<file path="src/rtl/bws_pkg.sv">
package bws_pkg;
    typedef enum logic {
        PH_FWD = 1'b0,
        PH_BWD = 1'b1
    } phase_t;
endpackage

</file>
<file path="src/rtl/fx_mul_rs.sv">
module fx_mul_rs #(
    parameter int DW = 16,
    parameter int FW = 8
) (
    input  logic signed [DW-1:0] a,
    input  logic signed [DW-1:0] b,
    output logic signed [DW-1:0] y
);
    localparam int PW = 2 * DW + 1;
    localparam logic signed [PW-1:0] MAXV = {{(PW-DW+1){1'b0}}, {(DW-1){1'b1}}};
    localparam logic signed [PW-1:0] MINV = {{(PW-DW+1){1'b1}}, {(DW-1){1'b0}}};
    localparam logic signed [PW-1:0] HALF = PW'(1) <<< (FW - 1);

    logic signed [PW-1:0] prod;
    logic signed [PW-1:0] rnd;

    always_comb begin
        prod = PW'(a) * PW'(b);
        rnd  = (prod + HALF) >>> FW;
        if (rnd > MAXV) begin
            y = MAXV[DW-1:0];
        end else if (rnd < MINV) begin
            y = MINV[DW-1:0];
        end else begin
            y = rnd[DW-1:0];
        end
    end
endmodule

</file>
<file path="src/rtl/fx_add_sat.sv">
module fx_add_sat #(
    parameter int DW = 16
) (
    input  logic signed [DW-1:0] a,
    input  logic signed [DW-1:0] b,
    output logic signed [DW-1:0] y
);
    logic signed [DW:0] s;

    always_comb begin
        s = {a[DW-1], a} + {b[DW-1], b};
        if (s[DW] != s[DW-1]) begin
            y = s[DW] ? {1'b1, {(DW-1){1'b0}}} : {1'b0, {(DW-1){1'b1}}};
        end else begin
            y = s[DW-1:0];
        end
    end
endmodule

</file>
<file path="src/rtl/fx_shl_sat.sv">
module fx_shl_sat #(
    parameter int DW = 16,
    parameter int SH = 2
) (
    input  logic signed [DW-1:0] a,
    output logic signed [DW-1:0] y
);
    localparam int XW = DW + SH;
    localparam logic signed [XW-1:0] MAXV = {{(SH+1){1'b0}}, {(DW-1){1'b1}}};
    localparam logic signed [XW-1:0] MINV = {{(SH+1){1'b1}}, {(DW-1){1'b0}}};

    logic signed [XW-1:0] ext;

    always_comb begin
        ext = {a, {SH{1'b0}}};
        if (ext > MAXV) begin
            y = MAXV[DW-1:0];
        end else if (ext < MINV) begin
            y = MINV[DW-1:0];
        end else begin
            y = ext[DW-1:0];
        end
    end
endmodule

</file>
<file path="src/rtl/bayes_wsample_grad.sv">
module bayes_wsample_grad
    import bws_pkg::*;
#(
    parameter int DW          = 16,
    parameter int FW          = 8,
    parameter int PRIOR_SHIFT = 2
) (
    input  logic          clk,
    input  logic          rst_n,
    input  logic          in_vld,
    input  logic          in_phase,
    input  logic [DW-1:0] in_mu,
    input  logic [DW-1:0] in_sigma,
    input  logic [DW-1:0] in_eps,
    input  logic [DW-1:0] in_lik,
    output logic          out_vld,
    output logic [DW-1:0] out_weight,
    output logic [DW-1:0] out_gmu,
    output logic [DW-1:0] out_gsig
);
    // stage 1: sampler
    logic signed [DW-1:0] sig_eps;
    logic signed [DW-1:0] w_next;

    fx_mul_rs #(.DW(DW), .FW(FW)) u_mul_se (
        .a(in_sigma), .b(in_eps), .y(sig_eps)
    );
    fx_add_sat #(.DW(DW)) u_add_w (
        .a(in_mu), .b(sig_eps), .y(w_next)
    );

    logic                 s1_vld;
    phase_t               s1_phase;
    logic signed [DW-1:0] s1_w;
    logic signed [DW-1:0] s1_eps;
    logic signed [DW-1:0] s1_lik;

    always_ff @(posedge clk or negedge rst_n) begin
        if (!rst_n) begin
            s1_vld   <= 1'b0;
            s1_phase <= PH_FWD;
            s1_w     <= '0;
            s1_eps   <= '0;
            s1_lik   <= '0;
        end else begin
            s1_vld <= in_vld;
            if (in_vld) begin
                s1_phase <= phase_t'(in_phase);
                s1_w     <= w_next;
                s1_eps   <= in_eps;
                s1_lik   <= in_lik;
            end
        end
    end

    // stage 2: derivative and update paths
    logic signed [DW-1:0] prior_d;
    logic signed [DW-1:0] g_full;
    logic signed [DW-1:0] g_sig;

    fx_shl_sat #(.DW(DW), .SH(PRIOR_SHIFT)) u_prior (
        .a(s1_w), .y(prior_d)
    );
    fx_add_sat #(.DW(DW)) u_add_g (
        .a(prior_d), .b(s1_lik), .y(g_full)
    );
    fx_mul_rs #(.DW(DW), .FW(FW)) u_mul_gs (
        .a(g_full), .b(s1_eps), .y(g_sig)
    );

    phase_t               s2_phase;
    logic signed [DW-1:0] s2_w;
    logic signed [DW-1:0] s2_gmu;
    logic signed [DW-1:0] s2_gsig;

    // phase state register: follows the beat as it moves down the pipe
    always_ff @(posedge clk or negedge rst_n) begin
        if (!rst_n) begin
            out_vld  <= 1'b0;
            s2_phase <= PH_FWD;
            s2_w     <= '0;
            s2_gmu   <= '0;
            s2_gsig  <= '0;
        end else begin
            out_vld <= s1_vld;
            if (s1_vld) begin
                s2_phase <= s1_phase;
                s2_w     <= s1_w;
                if (s1_phase == PH_BWD) begin
                    s2_gmu  <= g_full;
                    s2_gsig <= g_sig;
                end
            end
        end
    end

    // outputs decoded from phase state
    always_comb begin
        out_weight = s2_w;
        unique case (s2_phase)
            PH_FWD: begin
                out_gmu  = '0;
                out_gsig = '0;
            end
            PH_BWD: begin
                out_gmu  = s2_gmu;
                out_gsig = s2_gsig;
            end
            default: begin
                out_gmu  = '0;
                out_gsig = '0;
            end
        endcase
    end

    // assertions
    a_r4_vld_follow: assert property (@(posedge clk) disable iff (!rst_n)
        s1_vld |=> out_vld);
    a_r4_vld_quiet: assert property (@(posedge clk) disable iff (!rst_n)
        !s1_vld |=> !out_vld);
    a_r10_hold: assert property (@(posedge clk) disable iff (!rst_n)
        !s1_vld |=> ($stable(out_weight) && $stable(out_gmu) && $stable(out_gsig)));
    a_r8_fwd_quiet: assert property (@(posedge clk) disable iff (!rst_n)
        (s1_vld && s1_phase == PH_FWD) |=> (out_gmu == '0 && out_gsig == '0));
    a_r3_pos_no_wrap: assert property (@(posedge clk) disable iff (!rst_n)
        (in_vld && !in_mu[DW-1] && !sig_eps[DW-1]) |-> !w_next[DW-1]);
    a_r3_neg_no_wrap: assert property (@(posedge clk) disable iff (!rst_n)
        (in_vld && in_mu[DW-1] && sig_eps[DW-1]) |-> w_next[DW-1]);
    a_r7_zero_eps: assert property (@(posedge clk) disable iff (!rst_n)
        (s1_vld && s1_phase == PH_BWD && s1_eps == '0) |=> out_gsig == '0);
    a_r5_zero_terms: assert property (@(posedge clk) disable iff (!rst_n)
        (s1_vld && s1_phase == PH_BWD && s1_w == '0 && s1_lik == '0) |=> out_gmu == '0);
endmodule

</file>
<file path="config.mk">
export PLATFORM = sky130hd
export DESIGN_NAME = bayes_wsample_grad
export DESIGN_NICKNAME = d
export VERILOG_FILES = /design/src/rtl/bws_pkg.sv /design/src/rtl/fx_mul_rs.sv /design/src/rtl/fx_add_sat.sv /design/src/rtl/fx_shl_sat.sv /design/src/rtl/bayes_wsample_grad.sv
export SDC_FILE = /design/constraint.sdc
export NUM_CORES = 2
export LEC_CHECK = 0
export BUFFER_PORTS_ARGS = -buffer_cell sky130_fd_sc_hd__buf_2
export CAP_MARGIN = 20
export CORE_MARGIN = 2
export CORE_UTILIZATION = 60
export CTS_CLUSTER_SIZE = 14
export DETAILED_ROUTE_END_ITERATION = 16
export PLACE_DENSITY_LB_ADDON = 0.12
export SLEW_MARGIN = 20
export SYNTH_ARGS = -nofsm -noshare
export SYNTH_HDL_FRONTEND = slang
export SYNTH_SLANG_ARGS = --single-unit
</file>
<file path="constraint.sdc">
create_clock -name clk -period 11.3 [get_ports clk]
set_input_delay 1.695 -clock clk [delete_from_list [all_inputs] [get_ports clk]]
set_output_delay 1.695 -clock clk [all_outputs]
set_load 0.05 [all_outputs]
</file>
Yosys cells after proc, flatten, opt, wreduce, memory -nomap -nowiden
Cells that the tools add are included.
Widths: inputs -> output; s select.
- output and inout port bits: 49
- bits of input ports: 68
- logic and storage cells: 38
- register bits: 100
- bitwise logic cells: 1
- mux-type cells: 12
- add/sub/neg operators: 4
- reduce and logical (&&, ||, !) cells: 1
- magnitude comparators: 6
- multipliers: 2
- equal/unequal tests: 2
- operators with widths (operator ; number):
    $mux 16 ; 10
    $add 32x9->33 const B ; 2
    $mul 16x16->32 ; 2
    $pmux 16 s2 ; 2
    $gt 25x16->1 const B ; 2
    $lt 25x16->1 const B ; 2
    $add 16x16->17 ; 2
    $gt 18x16->1 const B ; 1
    $lt 18x16->1 const B ; 1
    $ne 1x1->1 ; 2
    $reduce_and 2->1 ; 1
    $not 1->1 ; 1

Longest topological paths before layout
- word-level depth: 11
- gate-level depth with buffers: 48
- mapped depth without buffers: 42

Cells and area by module
From an unflattened synthesis, not the netlist that was laid out.
- cells, all modules: 3031
- area, all modules: 27870.5 µm²
- modules (own cells, without submodules) (module ; seq. area each (µm²) ; area each (µm²) ; cells each ; instances):
    fx_mul_rs at u_mul_se ; 0.0 ; 10431.3 ; 1181 ; 1
    fx_mul_rs at u_mul_gs ; 0.0 ; 10289.9 ; 1182 ; 1
    bayes_wsample_grad ; 2502.4 ; 4018.9 ; 245 ; 1
    fx_add_sat at u_add_w ; 0.0 ; 1427.6 ; 187 ; 1
    fx_add_sat at u_add_g ; 0.0 ; 1365.1 ; 185 ; 1
    fx_shl_sat ; 0.0 ; 337.8 ; 51 ; 1

Worst setup path after synthesis
OpenSTA, ideal clock, no wires.
- kind: in2reg
- from: input in_eps[7]
- to: register s1_w[8]
- arrival time: 10.960 ns
- buffers on the path: 4
- data required time: 11.217 ns
- slack: 0.257 ns
- stages: 38
- library setup time: 0.083 ns
- path through: clkbuf_1 > clkbuf_1 > nand2_1 > fa_1 > inv_1 > fa_1 > fa_1 > inv_1 > fa_1 > inv_1 > fa_1 > fa_1 > ha_1 > a21o_1 > a21o_1 > a21o_1 > o2bb2ai_1 > o32a_4 > [... 2 more ...] > a22o_1 > or4_1 > o31a_1 > buf_6 > a21oi_2 > ha_1 > a21o_1 > a21oi_1 > o21ai_0 > a31oi_1 > o211ai_1 > a31oi_1 > o21ai_0 > xor2_1 > and2_0 > clkbuf_1 > o211ai_1 > o21ai_0
- longest elaborated chain between the ends: 8
- elaborated cells between the ends (all ways): 10
- classes of those cells: 2 x add/sub; 1 x mul; 2 x order compare; 1 x eq/ne; 4 x mux
- RTL lines (item ; RTL line ; RTL):
    start: declaration ; bayes_wsample_grad.sv:14 ; input logic [DW-1:0] in_eps,
    $mul 16x16->32 (*) ; fx_mul_rs.sv:18 ; prod = PW'(a) * PW'(b);
    $add 32x9->33 (*) ; fx_mul_rs.sv:19 ; rnd = (prod + HALF) >>> FW;
    $lt 25x16->1 ; fx_mul_rs.sv:22 ; end else if (rnd < MINV) begin
    $mux 16 ; fx_mul_rs.sv:22 ;
    $mux 16 (*) ; fx_mul_rs.sv:20 ; if (rnd > MAXV) begin
    $add 16x16->17 (*) ; fx_add_sat.sv:11 ; s = {a[DW-1], a} + {b[DW-1], b};
    $mux 16 / $ne 1x1->1 (equally long branches) ; fx_add_sat.sv:13, fx_add_sat.sv:12 ;
    $mux 16 (*) ; fx_add_sat.sv:12 ; if (s[DW] != s[DW-1]) begin
    end signal: assignment ; bayes_wsample_grad.sv:49 ; s1_w <= w_next;
    end: declaration ; bayes_wsample_grad.sv:34 ; logic signed [DW-1:0] s1_w;
Mark *: on every way between the ends. The rest lies on a longest branch, timed or not.
A chain may end at the register's enable or synchronous reset.

Final worst setup path
- from: input in_eps[2]
- to: register s1_w[1]
Same word-level chain as after synthesis.

==> results.json <==
{
  "layout_common_cells": "630 x inv_1, 534 x fa_1, 325 x nand2_1",
  "final_common_cell": "inv_1",
  "worstHoldPathCells": 2,
  "clk_pin_slew_ns": 0.08,
  "drv_cap": 0,
  "hp-start": "s2_gsig[15]$_DFFE_PN0P_",
  "cp.arrival_ns": 11.11,
  "r2r_slack_ns": 0.73,
  "grt_pass1_vias": 21600,
  "synth.distinct_cells": 78,
  "rr_startpoint": "s1_w[14]$_DFFE_PN0P_",
  "dieArea_mm2": 0.0452,
  "ys_seq_area_share_pct": 9.58,
  "final_util_pct": 64.6,
  "dr.first_iter.drc_count": 1212,
  "cts_root_buffer": "clkbuf_16",
  "drc": 0,
  "antenna_found_initial": 0,
  "grt_pass1_wl_um": 110000,
  "drt_first_pass_iters": 7,
  "setup_viol": 0,
  "grt_usage_pct": 31.3,
  "finalCritPeriodShare_pct": 95.8,
  "netlist_instances": 2862,
  "htree_num_levels": 3,
  "dpl.cell_count": 3494,
  "rr_worst_depth": 43,
  "syn2layout_area_growth_pct": 6.22,
  "period_needed_ns": 10.83,
  "synth_top_flop_cell": "dfrtp_1",
  "antenna-diode-count": 0,
  "ys_async_sr_fraction_pct": 100,
  "cpMaxStageDelayCell": "fa_1",
  "syn-num-nets": 3655,
  "io_pins": 117,
  "endpoint_kind": "register",
  "cts_buffers": 9,
  "final_net_count": 3715,
  "rows": 76,
  "required_ns": 11.58,
  "critPathKind": "in -> reg",
  "core_mm2": 0.0430,
  "gp_congestion": 0.966,
  "num_vias": 19500,
  "dp_hpwl_um": 54500,
  "cts_tree": "done",
  "yosys_warnings": 0,
  "synth-edff-count": 0,
  "r2r-end": "s2_gsig[11]$_DFFE_PN0P_",
  "port_buffers": 116,
  "timing.fmax_ghz": 0.0923,
  "worstSkewPairLatency_ns": 0.40,
  "crit_fanout": 13,
  "finalClockSkew_ns": 0.0139,
  "synth-seq-cells": 100,
  "syn_area_per_cell_um2": 9.13,
  "fin_cells": 3512,
  "status": "completed",
  "cts_buffer_depth": 2,
  "final_area_mm2": 0.0277,
  "ant_nets": 0,
  "die-width_um": 213,
  "max_slew.worst_pin.slew_ns": 1.07,
  "hold_buffers": 0,
  "holdPathEnd": "s2_gsig[15]$_DFFE_PN0P_",
  "initial_core_util_pct": 60.8,
  "drt-wirelength-per-cell_um": 18.5,
  "syn_area_mm2": 0.0261,
  "grt_max_degree": 67,
  "routed_wl_um": 65000,
  "hold_class": "reg -> reg",
  "vias_per_cell": 5.55,
  "chipHeight_um": 213,
  "hold_viol": 0,
  "cp_slowest_stage_delay_ns": 0.60,
  "hold_slack_ns": 0.481,
  "grt_overflow_total": 0,
  "worst_setup_path_start_kind": "input port",
  "drive_gt1_share_pct": 10.3,
  "slew_viol_final": 0,
  "slew_headroom_pct": 28.0,
  "cp_common_cell": "fa_1",
  "cts_num_sinks": 100,
  "placed_area_mm2": 0.0274
}
synthesized netlist by cell type, types with 15 or more instances:
cell | count | area [um^2]
nand3_1 | 25 | 125
nand4_1 | 15 | 93.8
mux2_2 | 66 | 743
and2_1 | 254 | 1590
o211ai_1 | 16 | 120
nand2b_1 | 23 | 144
nand2_1 | 325 | 1220
inv_1 | 630 | 2360
o22ai_1 | 15 | 93.8
a21o_1 | 29 | 218
xor2_1 | 35 | 307
dfrtp_1 | 100 | 2500
o21ai_0 | 46 | 230
a21oi_1 | 87 | 435
nor2b_1 | 19 | 119
o21bai_1 | 17 | 128
ha_1 | 190 | 2380
fa_1 | 535 | 10700
nor2_1 | 92 | 345
xnor2_1 | 54 | 473
clkbuf_1 | 112 | 420
sequential cells by signal, summed over array words and instances (netlist names), 16 cells and up:
name        count
s2_gsig        16
s2_gmu         16
out_weight     16
s1_w           16
s1_lik         16
s1_eps         16
layout make-up:
| class | instances | area, um^2 |
|---|---|---|
| multi-input cells | 2009 | 20800 |
| fillers | 3707 | 15200 |
| flip-flops and latches | 100 | 2500 |
| inverters | 632 | 2370 |
| repair buffers | 170 | 993 |
| well taps | 585 | 732 |
| clock buffers | 9 | 225 |
| clock inverters | 7 | 77.6 |
kinds of logic after synthesis:
family	synth area share (%)
buf+inv	10.9
fa+ha+maj	50.3
flops	9.58
xor+xnor	2.98
compound gates	8.00
mux	2.96
simple gates	15.3
critical path: cells and delay by family:
family	cells	cell delay [ns]
and+or+nand+nor	2	0.62
buffers and inverters	6	0.75
AOI/OAI and AO/OA	16	3.64
xor gates and xnor gates	1	0.22
adders and majority gates	9	3.89
muxes	1	0.27
metrics by stage:
stage                     setup slack (ns)  setup TNS (ns)
after floorplan                      0.257               0
after global placement               0.256               0
after detailed placement             0.167               0
after CTS                            0.171               0
after global routing               -0.0331         -0.0913
final                                0.471               0
what timing repair did:
action	CTS	global route
endpoints found under the setup margin	0	28
endpoints found under the hold margin	0	0
buffers inserted	0	2
gates resized for setup	0	18
worst max path at each step:
stage / startpoint / to / slack (ns) / depth (start not counted)
after global routing: s1_w[15]$_DFFE_PN0P_ / s2_gsig[1]$_DFFE_PN0P_ / -0.03 / 43
after detailed placement: in_eps[5] / s1_w[1]$_DFFE_PN0P_ / 0.17 / 35
after global placement: in_eps[5] / s1_w[1]$_DFFE_PN0P_ / 0.26 / 35
after floorplan: in_eps[7] / s1_w[8]$_DFFE_PN0P_ / 0.26 / 38
after CTS: s1_w[15]$_DFFE_PN0P_ / s2_gsig[8]$_DFFE_PN0P_ / 0.17 / 41
final: in_eps[2] / s1_w[1]$_DFFE_PN0P_ / 0.47 / 35
metal layers:
layer  track usage [%]  part of all wire (%)  up-vias
li1                  -                     -     8809
met1              41.7                    42     9981
met2              53.1                    49      605
met3              5.06                   6.2      114
met4              9.02                   2.7        0
met5                 0                     0        -
Power is left out: the tool's default activity adds up to more than one toggle a clock period on the data nets, which glitch-free logic cannot reach.
